### src/rtl/spi_byte_pkg.sv
package spi_byte_pkg;
  localparam int unsigned WORD_W     = 32;
  localparam int unsigned BYTE_W     = 8;
  localparam int unsigned NUM_CS     = 3;
  localparam int unsigned DIV_W      = 5;
  localparam int unsigned DIV_LSB    = 27;
  localparam int unsigned STROBE_BIT = 1;
  localparam int unsigned LOOP_BIT   = 3;
  localparam int unsigned BIT_CNT_W  = $clog2(BYTE_W);
endpackage

### src/rtl/spi_byte_regs.sv
module spi_byte_regs
  import spi_byte_pkg::*;
#(
  parameter int unsigned ADDR_W = 3
) (
  input  logic                 clk,
  input  logic                 rst_n,
  input  logic                 bus_sel,
  input  logic                 bus_wr,
  input  logic [ADDR_W-1:0]    bus_addr,
  input  logic [WORD_W-1:0]    bus_wdata,
  output logic [WORD_W-1:0]    bus_rdata,
  input  logic                 busy,
  input  logic                 done,
  input  logic [BYTE_W-1:0]    rx_byte,
  output logic [NUM_CS-1:0]    cs_n,
  output logic                 loop_en,
  output logic [DIV_W-1:0]     div,
  output logic [BYTE_W-1:0]    tx_byte,
  output logic                 start
);
  localparam int unsigned SEL_BIT = 2;

  logic              ctrl_wr, data_wr;
  logic [NUM_CS-1:0] cs_wr;
  logic [NUM_CS-1:0] cs_q, cs_d;
  logic              loop_q, loop_d;
  logic [DIV_W-1:0]  div_q, div_d;
  logic [BYTE_W-1:0] data_q, data_d;
  logic              data_en;
  logic [WORD_W-1:0] ctrl_view;

  assign ctrl_wr = bus_sel & bus_wr & ~bus_addr[SEL_BIT];
  assign data_wr = bus_sel & bus_wr &  bus_addr[SEL_BIT];

  for (genvar n = 0; n < NUM_CS; n++) begin : g_cs_field
    assign cs_wr[n] = bus_wdata[2*n];
  end

  assign start = ctrl_wr & bus_wdata[STROBE_BIT] & ~busy;

  always_comb begin
    cs_d    = cs_wr;
    loop_d  = bus_wdata[LOOP_BIT];
    div_d   = bus_wdata[DIV_LSB +: DIV_W];
    data_en = done | (data_wr & ~busy);
    data_d  = done ? rx_byte : bus_wdata[BYTE_W-1:0];
  end

  always_ff @(posedge clk or negedge rst_n) begin
    if (!rst_n) begin
      cs_q   <= '1;
      loop_q <= 1'b0;
      div_q  <= '1;
    end else if (ctrl_wr) begin
      cs_q   <= cs_d;
      loop_q <= loop_d;
      div_q  <= div_d;
    end
  end

  always_ff @(posedge clk or negedge rst_n) begin
    if (!rst_n) begin
      data_q <= '0;
    end else if (data_en) begin
      data_q <= data_d;
    end
  end

  always_comb begin
    ctrl_view = '0;
    for (int n = 0; n < NUM_CS; n++) begin
      ctrl_view[2*n] = cs_q[n];
    end
    ctrl_view[STROBE_BIT]          = busy;
    ctrl_view[LOOP_BIT]            = loop_q;
    ctrl_view[DIV_LSB +: DIV_W]    = div_q;
  end

  assign bus_rdata = bus_addr[SEL_BIT] ? {{(WORD_W-BYTE_W){1'b0}}, data_q} : ctrl_view;
  assign cs_n      = cs_q;
  assign loop_en   = loop_q;
  assign div       = div_q;
  assign tx_byte   = data_q;
endmodule

### src/rtl/spi_half_timer.sv
module spi_half_timer
  import spi_byte_pkg::*;
#(
  parameter int unsigned HALF_BASE = 5
) (
  input  logic             clk,
  input  logic             rst_n,
  input  logic             run,
  input  logic [DIV_W-1:0] div,
  output logic             tick
);
  localparam int unsigned MAX_HALF = HALF_BASE * (2 ** DIV_W);
  localparam int unsigned CNT_W    = $clog2(MAX_HALF);

  logic [CNT_W-1:0] cnt_q, cnt_d, lim;
  logic             cnt_en;

  assign lim  = CNT_W'(HALF_BASE * (int'(div) + 1) - 1);
  assign tick = run & (cnt_q >= lim);

  always_comb begin
    cnt_en = run | (cnt_q != '0);
    if (!run || tick) cnt_d = '0;
    else              cnt_d = cnt_q + 1'b1;
  end

  always_ff @(posedge clk or negedge rst_n) begin
    if (!rst_n)      cnt_q <= '0;
    else if (cnt_en) cnt_q <= cnt_d;
  end
endmodule

### src/rtl/spi_byte_shift.sv
module spi_byte_shift
  import spi_byte_pkg::*;
(
  input  logic              clk,
  input  logic              rst_n,
  input  logic              start,
  input  logic              tick,
  input  logic [BYTE_W-1:0] tx_byte,
  input  logic              loop_en,
  input  logic              miso,
  output logic              busy,
  output logic              sclk,
  output logic              mosi,
  output logic              done,
  output logic [BYTE_W-1:0] rx_byte
);
  localparam logic [BIT_CNT_W-1:0] LAST_BIT = BIT_CNT_W'(BYTE_W - 1);

  logic                 busy_q, busy_d;
  logic                 sclk_q, sclk_d;
  logic                 mosi_q, mosi_d;
  logic [BYTE_W-1:0]    tx_sr_q, tx_sr_d;
  logic [BYTE_W-1:0]    rx_sr_q, rx_sr_d;
  logic [BIT_CNT_W-1:0] bit_q, bit_d;
  logic                 in_bit, rise, fall, step;

  assign in_bit  = loop_en ? mosi_q : miso;
  assign fall    = busy_q & tick &  sclk_q;
  assign rise    = busy_q & tick & ~sclk_q;
  assign rx_byte = {rx_sr_q[BYTE_W-2:0], in_bit};
  assign done    = rise & (bit_q == LAST_BIT);
  assign step    = start | fall | rise;

  always_comb begin
    busy_d  = busy_q;
    sclk_d  = sclk_q;
    mosi_d  = mosi_q;
    tx_sr_d = tx_sr_q;
    rx_sr_d = rx_sr_q;
    bit_d   = bit_q;
    if (start && !busy_q) begin
      busy_d  = 1'b1;
      sclk_d  = 1'b1;
      tx_sr_d = tx_byte;
      bit_d   = '0;
    end else if (fall) begin
      sclk_d  = 1'b0;
      mosi_d  = tx_sr_q[BYTE_W-1];
      tx_sr_d = {tx_sr_q[BYTE_W-2:0], 1'b0};
    end else if (rise) begin
      sclk_d  = 1'b1;
      rx_sr_d = rx_byte;
      bit_d   = bit_q + 1'b1;
      if (bit_q == LAST_BIT) busy_d = 1'b0;
    end
  end

  always_ff @(posedge clk or negedge rst_n) begin
    if (!rst_n) begin
      busy_q  <= 1'b0;
      sclk_q  <= 1'b1;
      mosi_q  <= 1'b1;
      tx_sr_q <= '0;
      rx_sr_q <= '0;
      bit_q   <= '0;
    end else if (step) begin
      busy_q  <= busy_d;
      sclk_q  <= sclk_d;
      mosi_q  <= mosi_d;
      tx_sr_q <= tx_sr_d;
      rx_sr_q <= rx_sr_d;
      bit_q   <= bit_d;
    end
  end

  assign busy = busy_q;
  assign sclk = sclk_q;
  assign mosi = mosi_q;
endmodule

### src/rtl/spi_byte_master.sv
module spi_byte_master
  import spi_byte_pkg::*;
#(
  parameter int unsigned HALF_BASE = 5,
  parameter int unsigned ADDR_W    = 3
) (
  input  logic              clk,
  input  logic              rst_n,
  input  logic              bus_sel,
  input  logic              bus_wr,
  input  logic [ADDR_W-1:0] bus_addr,
  input  logic [31:0]       bus_wdata,
  output logic [31:0]       bus_rdata,
  output logic              spi_sclk,
  output logic              spi_mosi,
  input  logic              spi_miso,
  output logic [2:0]        spi_cs_n
);
  logic              busy, done, start, tick, loop_en;
  logic [BYTE_W-1:0] rx_byte, tx_byte;
  logic [DIV_W-1:0]  div;

  spi_byte_regs #(.ADDR_W(ADDR_W)) u_regs (
    .clk       (clk),
    .rst_n     (rst_n),
    .bus_sel   (bus_sel),
    .bus_wr    (bus_wr),
    .bus_addr  (bus_addr),
    .bus_wdata (bus_wdata),
    .bus_rdata (bus_rdata),
    .busy      (busy),
    .done      (done),
    .rx_byte   (rx_byte),
    .cs_n      (spi_cs_n),
    .loop_en   (loop_en),
    .div       (div),
    .tx_byte   (tx_byte),
    .start     (start)
  );

  spi_half_timer #(.HALF_BASE(HALF_BASE)) u_timer (
    .clk   (clk),
    .rst_n (rst_n),
    .run   (busy),
    .div   (div),
    .tick  (tick)
  );

  spi_byte_shift u_shift (
    .clk     (clk),
    .rst_n   (rst_n),
    .start   (start),
    .tick    (tick),
    .tx_byte (tx_byte),
    .loop_en (loop_en),
    .miso    (spi_miso),
    .busy    (busy),
    .sclk    (spi_sclk),
    .mosi    (spi_mosi),
    .done    (done),
    .rx_byte (rx_byte)
  );
endmodule

### config.mk
export PLATFORM = sky130hd
export DESIGN_NAME = spi_byte_master
export DESIGN_NICKNAME = d
export VERILOG_FILES = /design/src/rtl/spi_byte_pkg.sv /design/src/rtl/spi_byte_regs.sv /design/src/rtl/spi_half_timer.sv /design/src/rtl/spi_byte_shift.sv /design/src/rtl/spi_byte_master.sv
export SDC_FILE = /design/constraint.sdc
export NUM_CORES = 1
export LEC_CHECK = 0
export BUFFER_PORTS_ARGS = -buffer_cell sky130_fd_sc_hd__buf_2
export CORE_AREA = 2 2 91 93
export CTS_CLUSTER_SIZE = 20
export DETAILED_ROUTE_END_ITERATION = 6
export DIE_AREA = 0 0 93 95
export HOLD_SLACK_MARGIN = 0.12
export PLACE_DENSITY = 0.58
export SLEW_MARGIN = 20
export SYNTH_ARGS = -nofsm -noshare
export SYNTH_HDL_FRONTEND = slang
export SYNTH_HIERARCHICAL = 1
export SYNTH_SLANG_ARGS = --single-unit
### constraint.sdc
create_clock -name clk -period 5.9 [get_ports clk]
set_clock_uncertainty 0.05 [all_clocks]
set_input_delay 1.18 -clock clk [delete_from_list [all_inputs] [get_ports clk]]
set_output_delay 1.18 -clock clk [all_outputs]
set_load 0.05 [all_outputs]
==> results of run 1 <==
==> layout by cell type (no fill, tap or decap), types with 11 or more instances in the layout <==
cell type,n
sky130_fd_sc_hd__dfrtp_1,36
sky130_fd_sc_hd__buf_2,35
sky130_fd_sc_hd__mux2_2,26
sky130_fd_sc_hd__nand2_1,26
sky130_fd_sc_hd__ha_1,22
sky130_fd_sc_hd__conb_1,19
sky130_fd_sc_hd__nor2_1,18
sky130_fd_sc_hd__inv_1,16
sky130_fd_sc_hd__mux2_4,11
sky130_fd_sc_hd__nand3_1,11
==> cell type report <==
cell class / count / area, µm² / share of cell area
clock buffer: 5 / 68.8 / 0.0208
clock inverter: 3 / 23.8 / 0.00718
inverter: 16 / 60.1 / 0.0181
multi-input combinational: 214 / 1670 / 0.505
sequential: 46 / 1160 / 0.351
tap: 105 / 131 / 0.0397
timing repair buffer: 37 / 190 / 0.0574
==> flip-flops by register name, summed over array words and instances (netlist names) <==
name / count
u_regs/cs_n: 3
u_regs/div: 5
u_regs/loop_en: 1
u_regs/tx_byte: 8
u_shift/bit_q: 3
u_shift/busy: 1
u_shift/mosi: 1
u_shift/rx_sr_q: 7
u_shift/sclk: 1
u_shift/tx_sr_q: 8
u_timer/cnt_q: 8
==> Yosys cell counts (all sizes together) (6+ instances only) <==
master	n
nor2b	6
xnor2	8
nor2	18
ha	22
nand3	11
dfstp	10
inv	16
xor2	10
a21oi	6
mux2	37
nand2	26
buf	29
dfrtp	36
a31oi	7
o21ai	9
==> power breakdown <==
group / switching [mW] / internal, mW / total, mW
combinational: 0.485 / 0.372 / 0.858
clock: 0.115 / 0.0849 / 0.200
sequential: 0.0996 / 0.429 / 0.528
total: 0.700 / 0.886 / 1.59
==> metrics by stage <==
step                      cell area [µm²]  total power, mW
after floorplan                      3120             1.24
after global placement               3220             1.37
after detailed placement             3220             1.40
after CTS                            3310             1.60
after global routing                 3310             1.73
final                                3310             1.59
==> worst reg2reg max path, cell delays in order, from the launching register on <==
cell	delay, ps
sky130_fd_sc_hd__dfstp_2	680
sky130_fd_sc_hd__ha_1	260
sky130_fd_sc_hd__nand3_1	120
sky130_fd_sc_hd__xor2_1	190
sky130_fd_sc_hd__fa_1	550
sky130_fd_sc_hd__inv_1	50
sky130_fd_sc_hd__ha_1	300
sky130_fd_sc_hd__nand2_1	50
sky130_fd_sc_hd__o21ai_0	340
sky130_fd_sc_hd__o21a_1	180
sky130_fd_sc_hd__nor2_1	60
sky130_fd_sc_hd__xor2_1	150
sky130_fd_sc_hd__ha_1	300
sky130_fd_sc_hd__a21o_1	110
sky130_fd_sc_hd__a21oi_1	70
sky130_fd_sc_hd__o21ai_0	520
sky130_fd_sc_hd__nand3b_4	290
sky130_fd_sc_hd__nor2_1	160
sky130_fd_sc_hd__buf_4	220
sky130_fd_sc_hd__mux2_2	350
sky130_fd_sc_hd__mux2_2	250
==> per-layer routing <==
| layer | global-route usage | up-vias | wire [µm] |
|---|---|---|---|
| met3 | 0.0351 | 4 | 256 |
| met2 | 0.200 | 34 | 2610 |
| met4 | 0.0331 | 2 | 23 |
| met1 | 0.193 | 956 | 2760 |
| met5 | 0 | - | 13 |
| li1 | - | 1010 | - |
==> cell families after synthesis <==
logic type	count (synthesis)
AND/OR/NAND/NOR	83
XOR/XNOR	18
buffers and inverters	46
AO/OA/AOI/OAI	32
multiplexers	39
flip-flops	46
adder cells (fa/ha/maj)	23
other	1
==> worst paths after layout <==
| kind | from | to | slack [ps] | depth (start not counted) |
|---|---|---|---|---|
| max in group asynchronous | rst_n | u_regs/div[0] | 4580 | 1 |
| worst min-delay path | u_shift/mosi | u_shift/mosi | 440 | 2 |
| worst min register to register | u_shift/mosi | u_shift/mosi | 440 | 2 |
| worst max-delay path | u_regs/div[0] | u_regs/tx_byte[6] | 540 | 20 |
| min in group asynchronous | rst_n | u_shift/rx_sr_q[4] | 820 | 1 |
| worst max register to register | u_regs/div[0] | u_regs/tx_byte[6] | 540 | 20 |
==> out/qor.yml, run 1 <==
die_outline_height_um: 95
fmax_mhz: 187
synth_ff_type: "sky130_fd_sc_hd__dfrtp_1"
post-route-worst-setup-slack_ps: 543
power.density_cell_area_nw_per_um2: 479
yosys.area_share.simple: 0.137
slew_violations: 0
post_cts.repair.setup_buffers: 0
grt_first_pass_wirelength_mm: 9.33
fillers: 808
netlist-cell-type-count: 41
drt-wirelength-per-cell_um: 13.3
layout_cells_sized_above_1: 0.312
flow.area_growth_from_synthesis_pct: 8.44
rsz0062_at_grt: "false"
synth.avg_cell_area_um2: 10.6
clock_tree_from_tritoncts: "yes"
drt-vias-per-instance: 4.71
final_antenna_net_count: 0
final.hold.worst_slack_ps: 439
dominant_combinational_cell_family_by_area_after_synthesis: "multiplexers"
critical_path.max_fanout: 15
hold_viol: 0
coreArea_um2: 7930
critical_path.endpoint_type: "flop"
finalWeightedCongestion: 0.812
worstMarginPinSlew_ps: 789
cts_htree_levels: 2
ys_async_sr_fraction: 1.00
cts-buffers-inserted: 5
p_leak_nw: 1.65
critical-path-max-stage-delay_ps: 680
synthesized_area_fraction_occupied_by_xor_and_xnor_cells: 0.0516
finalNetCount: 383
synth-compound-area-share: 0.0832
clock-root-buffer: "sky130_fd_sc_hd__clkbuf_8"
num_antenna_cells: 0
first_global_vias: 1882
synth_top_cell_area_share: 0.295
global_route_total_overflow: 0
critical_path_slowest_stage_cell: "sky130_fd_sc_hd__dfstp_2"
worstSkewPairLatency_ps: 300
firstDrtPassIters: 4
wl_mm: 5.67
worst_setup_hold_path_clk_slew_ps: 90
synth-warning-count: 6
dpl.cell_count: 418
placementRows: 33
die_w_um: 93
drt_iter0_drcs: 61
min_path_type: "flop to flop"
pin_count_of_the_biggest_net_entering_global_routing: 47
timing.max_slew.rel_slack: 0.472
dp_slack_ps: 567
max-clock-path-buffers: 2
timing.critical_path.from_type: "flop"
setup.worst_path.class: "flop to flop"
finalCoreUtilization: 0.418
floorplan.io_pins: 77
number_of_antenna_violations_at_the_first_check_in_global_routing: 1
setup_total_negative_slack_ps: 0
setup_viol: 0
cp_cell_sequence: "ha_1 -> nand3_1 -> xor2_1 -> fa_1 -> inv_1 -> ha_1 -> nand2_1 -> o21ai_0 -> o21a_1 -> nor2_1 -> xor2_1 -> ha_1 -> a21o_1 -> a21oi_1 -> o21ai_0 -> nand3b_4 -> nor2_1 -> buf_4 -> mux2_2 -> mux2_2"
cts.hold.buffers_added: 0
finalCriticalPeriod_ps: 5360
synth_seq_cells: 46
result_of_the_run: "finished clean"
hpwlAfterDp_mm: 4.07
netlist.top_cell.by_area: "sky130_fd_sc_hd__dfrtp_1"
max-cap-violations: 0
yosys-mux-area-fraction: 0.156
number_of_flops_mapped_to_enable_cells_by_yosys: 0
drc_errors: 0
cp_num_buf_inv: 2
final_cells: 426
detailroute.via_count: 2006
share_of_the_yosys_chip_area_belonging_to_registers: 0.381
post_cts_resized: 0
critPathRequiredTime_ps: 6040
synth_adder_area_share: 0.0967
synth_area_um2: 3050
floorplan.die_area_um2: 8840
critical_path_arrival_ps: 5500
grtUsageTotal: 0.134
io_buffer_count: 36
initial_core_util: 0.385
vdd_ir_drop_max_mv: 0.218
syn_inst: 288
cts.sinks: 46
crit_family: "adder cells"
leading_post_synthesis_cells_by_cell_area: "sky130_fd_sc_hd__dfrtp_1 (29%), sky130_fd_sc_hd__mux2_2 (9.6%), sky130_fd_sc_hd__ha_1 (9.0%)"
crit_path_frequent_cell: "sky130_fd_sc_hd__ha_1"
finalCritPeriodShare: 0.908
Note: power is estimated with default switching activity, not from simulation.
==> run 2: changes to the inputs <==
CTS_BUF_LIST = sky130_fd_sc_hd__clkbuf_2 sky130_fd_sc_hd__clkbuf_4 sky130_fd_sc_hd__clkbuf_8   (was default)
clock period = 6.75 ns   (was 5.9 ns; I/O delays follow)
==> run 2 against run 1 <==
- first-iteration DRC count grew 67%
- sequential share of layout area is essentially flat
- wire length increased by 0.58%
- count of clock-buffer cells in the layout did not move
- clock power fell by 12%
- cell count unchanged
- sequential power fell by 13%
- critical path depth unchanged
- register-to-register slack improved by 820 ps
- flip-flop and latch count unchanged
- via count rose by 1.7%
- critical path type unchanged
- largest cell class unchanged
- largest power group unchanged
- highest routed layer is now met4
==> out/qor.yml, run 2 (synthesis gave the netlist of run 1 again) <==
critical_path_arrival_ps: 5530  # was 5500 ps
regToRegEndpoint: "u_regs/tx_byte[0]"  # was u_regs/tx_byte[6]
critical-path-max-stage-delay_ps: 690  # was 680 ps
cts-buffers-inserted: 5  # unchanged
r2r_path_start: "u_regs/div[0]"  # unchanged
cts.sinks: 46  # unchanged
max-clock-path-buffers: 2  # unchanged
whs_path_depth: 2  # unchanged
firstDrtPassIters: 4  # unchanged
hpwlAfterDp_mm: 4.04  # was 4.07 mm
vdd_ir_drop_max_mv: 0.202  # was 0.218 mV
coreArea_um2: 7930  # unchanged
post_cts.repair.setup_buffers: 0  # unchanged
finalWeightedCongestion: 0.832  # was 0.812
cp_cell_sequence: "ha_1 -> nand3_1 -> xor2_1 -> fa_1 -> inv_1 -> ha_1 -> nand2_1 -> o21ai_0 -> o21a_1 -> nor2_1 -> xor2_1 -> ha_1 -> a21o_1 -> a21oi_1 -> o21ai_0 -> nand3b_4 -> nor2_1 -> buf_4 -> mux2_2 -> mux2_2"  # unchanged
setup.worst_path.class: "flop to flop"  # unchanged
wl_mm: 5.70  # was 5.67 mm
drt-wirelength-per-cell_um: 13.4  # was 13.3 µm
worstHoldStart: "u_shift/tx_sr_q[7]"  # was u_shift/mosi
max-cap-violations: 0  # unchanged
result_of_the_run: "finished clean"  # unchanged
timing.max_slew.rel_slack: 0.475  # was 0.472
placementRows: 33  # unchanged
layout_commonest_cell: "sky130_fd_sc_hd__dfrtp_1"  # unchanged
critical_path.endpoint_type: "flop"  # unchanged
die_w_um: 93  # unchanged
finalNetCount: 383  # unchanged
pin_count_of_the_biggest_net_entering_global_routing: 47  # unchanged
critical_path.max_fanout: 15  # unchanged
grtUsageTotal: 0.134  # about the same
final_cells: 426  # unchanged
worstSkewPairLatency_ps: 300  # about the same
flow.area_growth_from_synthesis_pct: 8.48  # was 8.44%
number_of_antenna_violations_at_the_first_check_in_global_routing: 0  # was 1
worst_setup_hold_path_clk_slew_ps: 90  # about the same
p_leak_nw: 1.66  # was 1.65 nW
switching_share_of_power: 0.441  # about the same
finalCriticalPeriod_ps: 5380  # was 5360 ps
fmax_mhz: 186  # was 187 MHz
die_outline_height_um: 95  # unchanged
detailroute.via_count: 2040  # was 2006
dpl.cell_count: 418  # unchanged
initial_core_util: 0.385  # unchanged
num_antenna_cells: 0  # unchanged
switching_power_mw: 0.611  # was 0.700 mW
layout_cells_sized_above_1: 0.312  # unchanged
cts_htree_levels: 2  # unchanged
io_buffer_count: 36  # unchanged
first_global_vias: 1925  # was 1882
post_cts_resized: 0  # unchanged
floorplan.die_area_um2: 8840  # unchanged
timing.critical_path.from_type: "flop"  # unchanged
crit_path_frequent_cell: "sky130_fd_sc_hd__ha_1"  # unchanged
rsz0062_at_grt: "false"  # unchanged
hold-path-endpoint: "u_shift/mosi"  # unchanged
clock_tree_from_tritoncts: "yes"  # unchanged
slew_violations: 0  # unchanged
worstRegToRegCells: 20  # unchanged
drt-vias-per-instance: 4.79  # was 4.71
finalCritPeriodShare: 0.798  # was 0.908
final_antenna_net_count: 0  # unchanged
p_clk_frac: 0.127  # was 0.126
power_frac_seq: 0.332  # was 0.333
power.density_cell_area_nw_per_um2: 419  # was 479 nW/µm²
drt_iter0_drcs: 102  # was 61
clock-root-buffer: "sky130_fd_sc_hd__clkbuf_8"  # unchanged
critPathRequiredTime_ps: 6900  # was 6040 ps
floorplan.io_pins: 77  # unchanged
design_internal_power_mw: 0.775  # was 0.886 mW
drc_errors: 0  # unchanged
min_path_type: "flop to flop"  # unchanged
grt_first_pass_wirelength_mm: 9.41  # was 9.33 mm
worstMarginPinSlew_ps: 786  # was 789 ps
reg2reg_slack_ps: 1370  # was 540 ps
setup_total_negative_slack_ps: 0  # unchanged
global_route_total_overflow: 0  # unchanged
layout.cells.most_common_list: "sky130_fd_sc_hd__dfrtp_1 (36), sky130_fd_sc_hd__buf_2 (35), sky130_fd_sc_hd__mux2_2 (26), sky130_fd_sc_hd__nand2_1 (26), sky130_fd_sc_hd__ha_1 (22)"  # unchanged
pwr-share-comb: 0.541  # about the same
hold_viol: 0  # unchanged
critical_path_slowest_stage_cell: "sky130_fd_sc_hd__dfstp_2"  # unchanged
cts.hold.buffers_added: 0  # unchanged
setup_viol: 0  # unchanged
critical_path_origin: "u_regs/div[0]"  # unchanged
==> run 2: cell count changes in the layout (fill, tap and decap cells not counted) <==
cell,change
sky130_fd_sc_hd__clkinv_4,+1
sky130_fd_sc_hd__clkinvlp_4,-1
==> run 2: worst max path at each step <==
stage,cells after the start,endpoint,slack [ps]
floorplan,22,u_regs/tx_byte[0],1950
global placement,20,u_regs/tx_byte[7],1460
detailed placement,20,u_regs/tx_byte[4],1390
CTS,20,u_regs/tx_byte[7],1360
global route,20,u_regs/tx_byte[7],980
finish,20,u_regs/tx_byte[0],1370
==> run 2: final cells by class <==
type                       count  area, µm²
inverter                      16       60.1
timing repair buffer          37        190
clock inverter                 3       25.0
sequential                    46       1160
multi-input combinational    214       1670
fill                         791       4610
tap                          105        131
clock buffer                   5       68.8
==> run 2: through the flow <==
step	area, µm²	worst slack (ps)	power (mW)	util	hold WS (ps)
after global routing	3310	985	1.51	0.418	459
final	3310	1370	1.39	0.418	430
after floorplan	3120	1950	1.08	-	390
after detailed placement	3220	1390	1.22	0.406	408
after global placement	3220	1460	1.19	0.406	413
after CTS	3310	1360	1.40	0.418	429
==> run 2: metal layers <==
metal  share of wire  up-vias  track usage
li1                -     1009            -
met5               0        -            0
met4          0.0063        0       0.0319
met1            0.49      986        0.191
met2            0.46       40        0.208
met3           0.049        5       0.0311
==> run 2: power by group through the flow <==
| stage | Combinational (mW) | Clock (mW) | Sequential (mW) |
|---|---|---|---|
| 2_1_floorplan | 0.620 | 0 | 0.465 |
| 6_report | 0.750 | 0.177 | 0.460 |
| 3_3_place_gp | 0.730 | 0 | 0.464 |
| 3_5_place_dp | 0.750 | 0 | 0.465 |
| 5_1_grt | 0.842 | 0.198 | 0.475 |
| 4_1_cts | 0.753 | 0.186 | 0.461 |
==> run 2: worst max-delay path, delay by kind of cell (launching register included) <==
kind / cells / cell delay (ps)
AOI/OAI and AO/OA: 5 / 1250
buffers and inverters: 2 / 280
muxes: 2 / 610
xor gates and xnor gates: 2 / 330
DFF: 1 / 690
and+or+nand+nor: 5 / 680
adders and majority gates: 4 / 1390
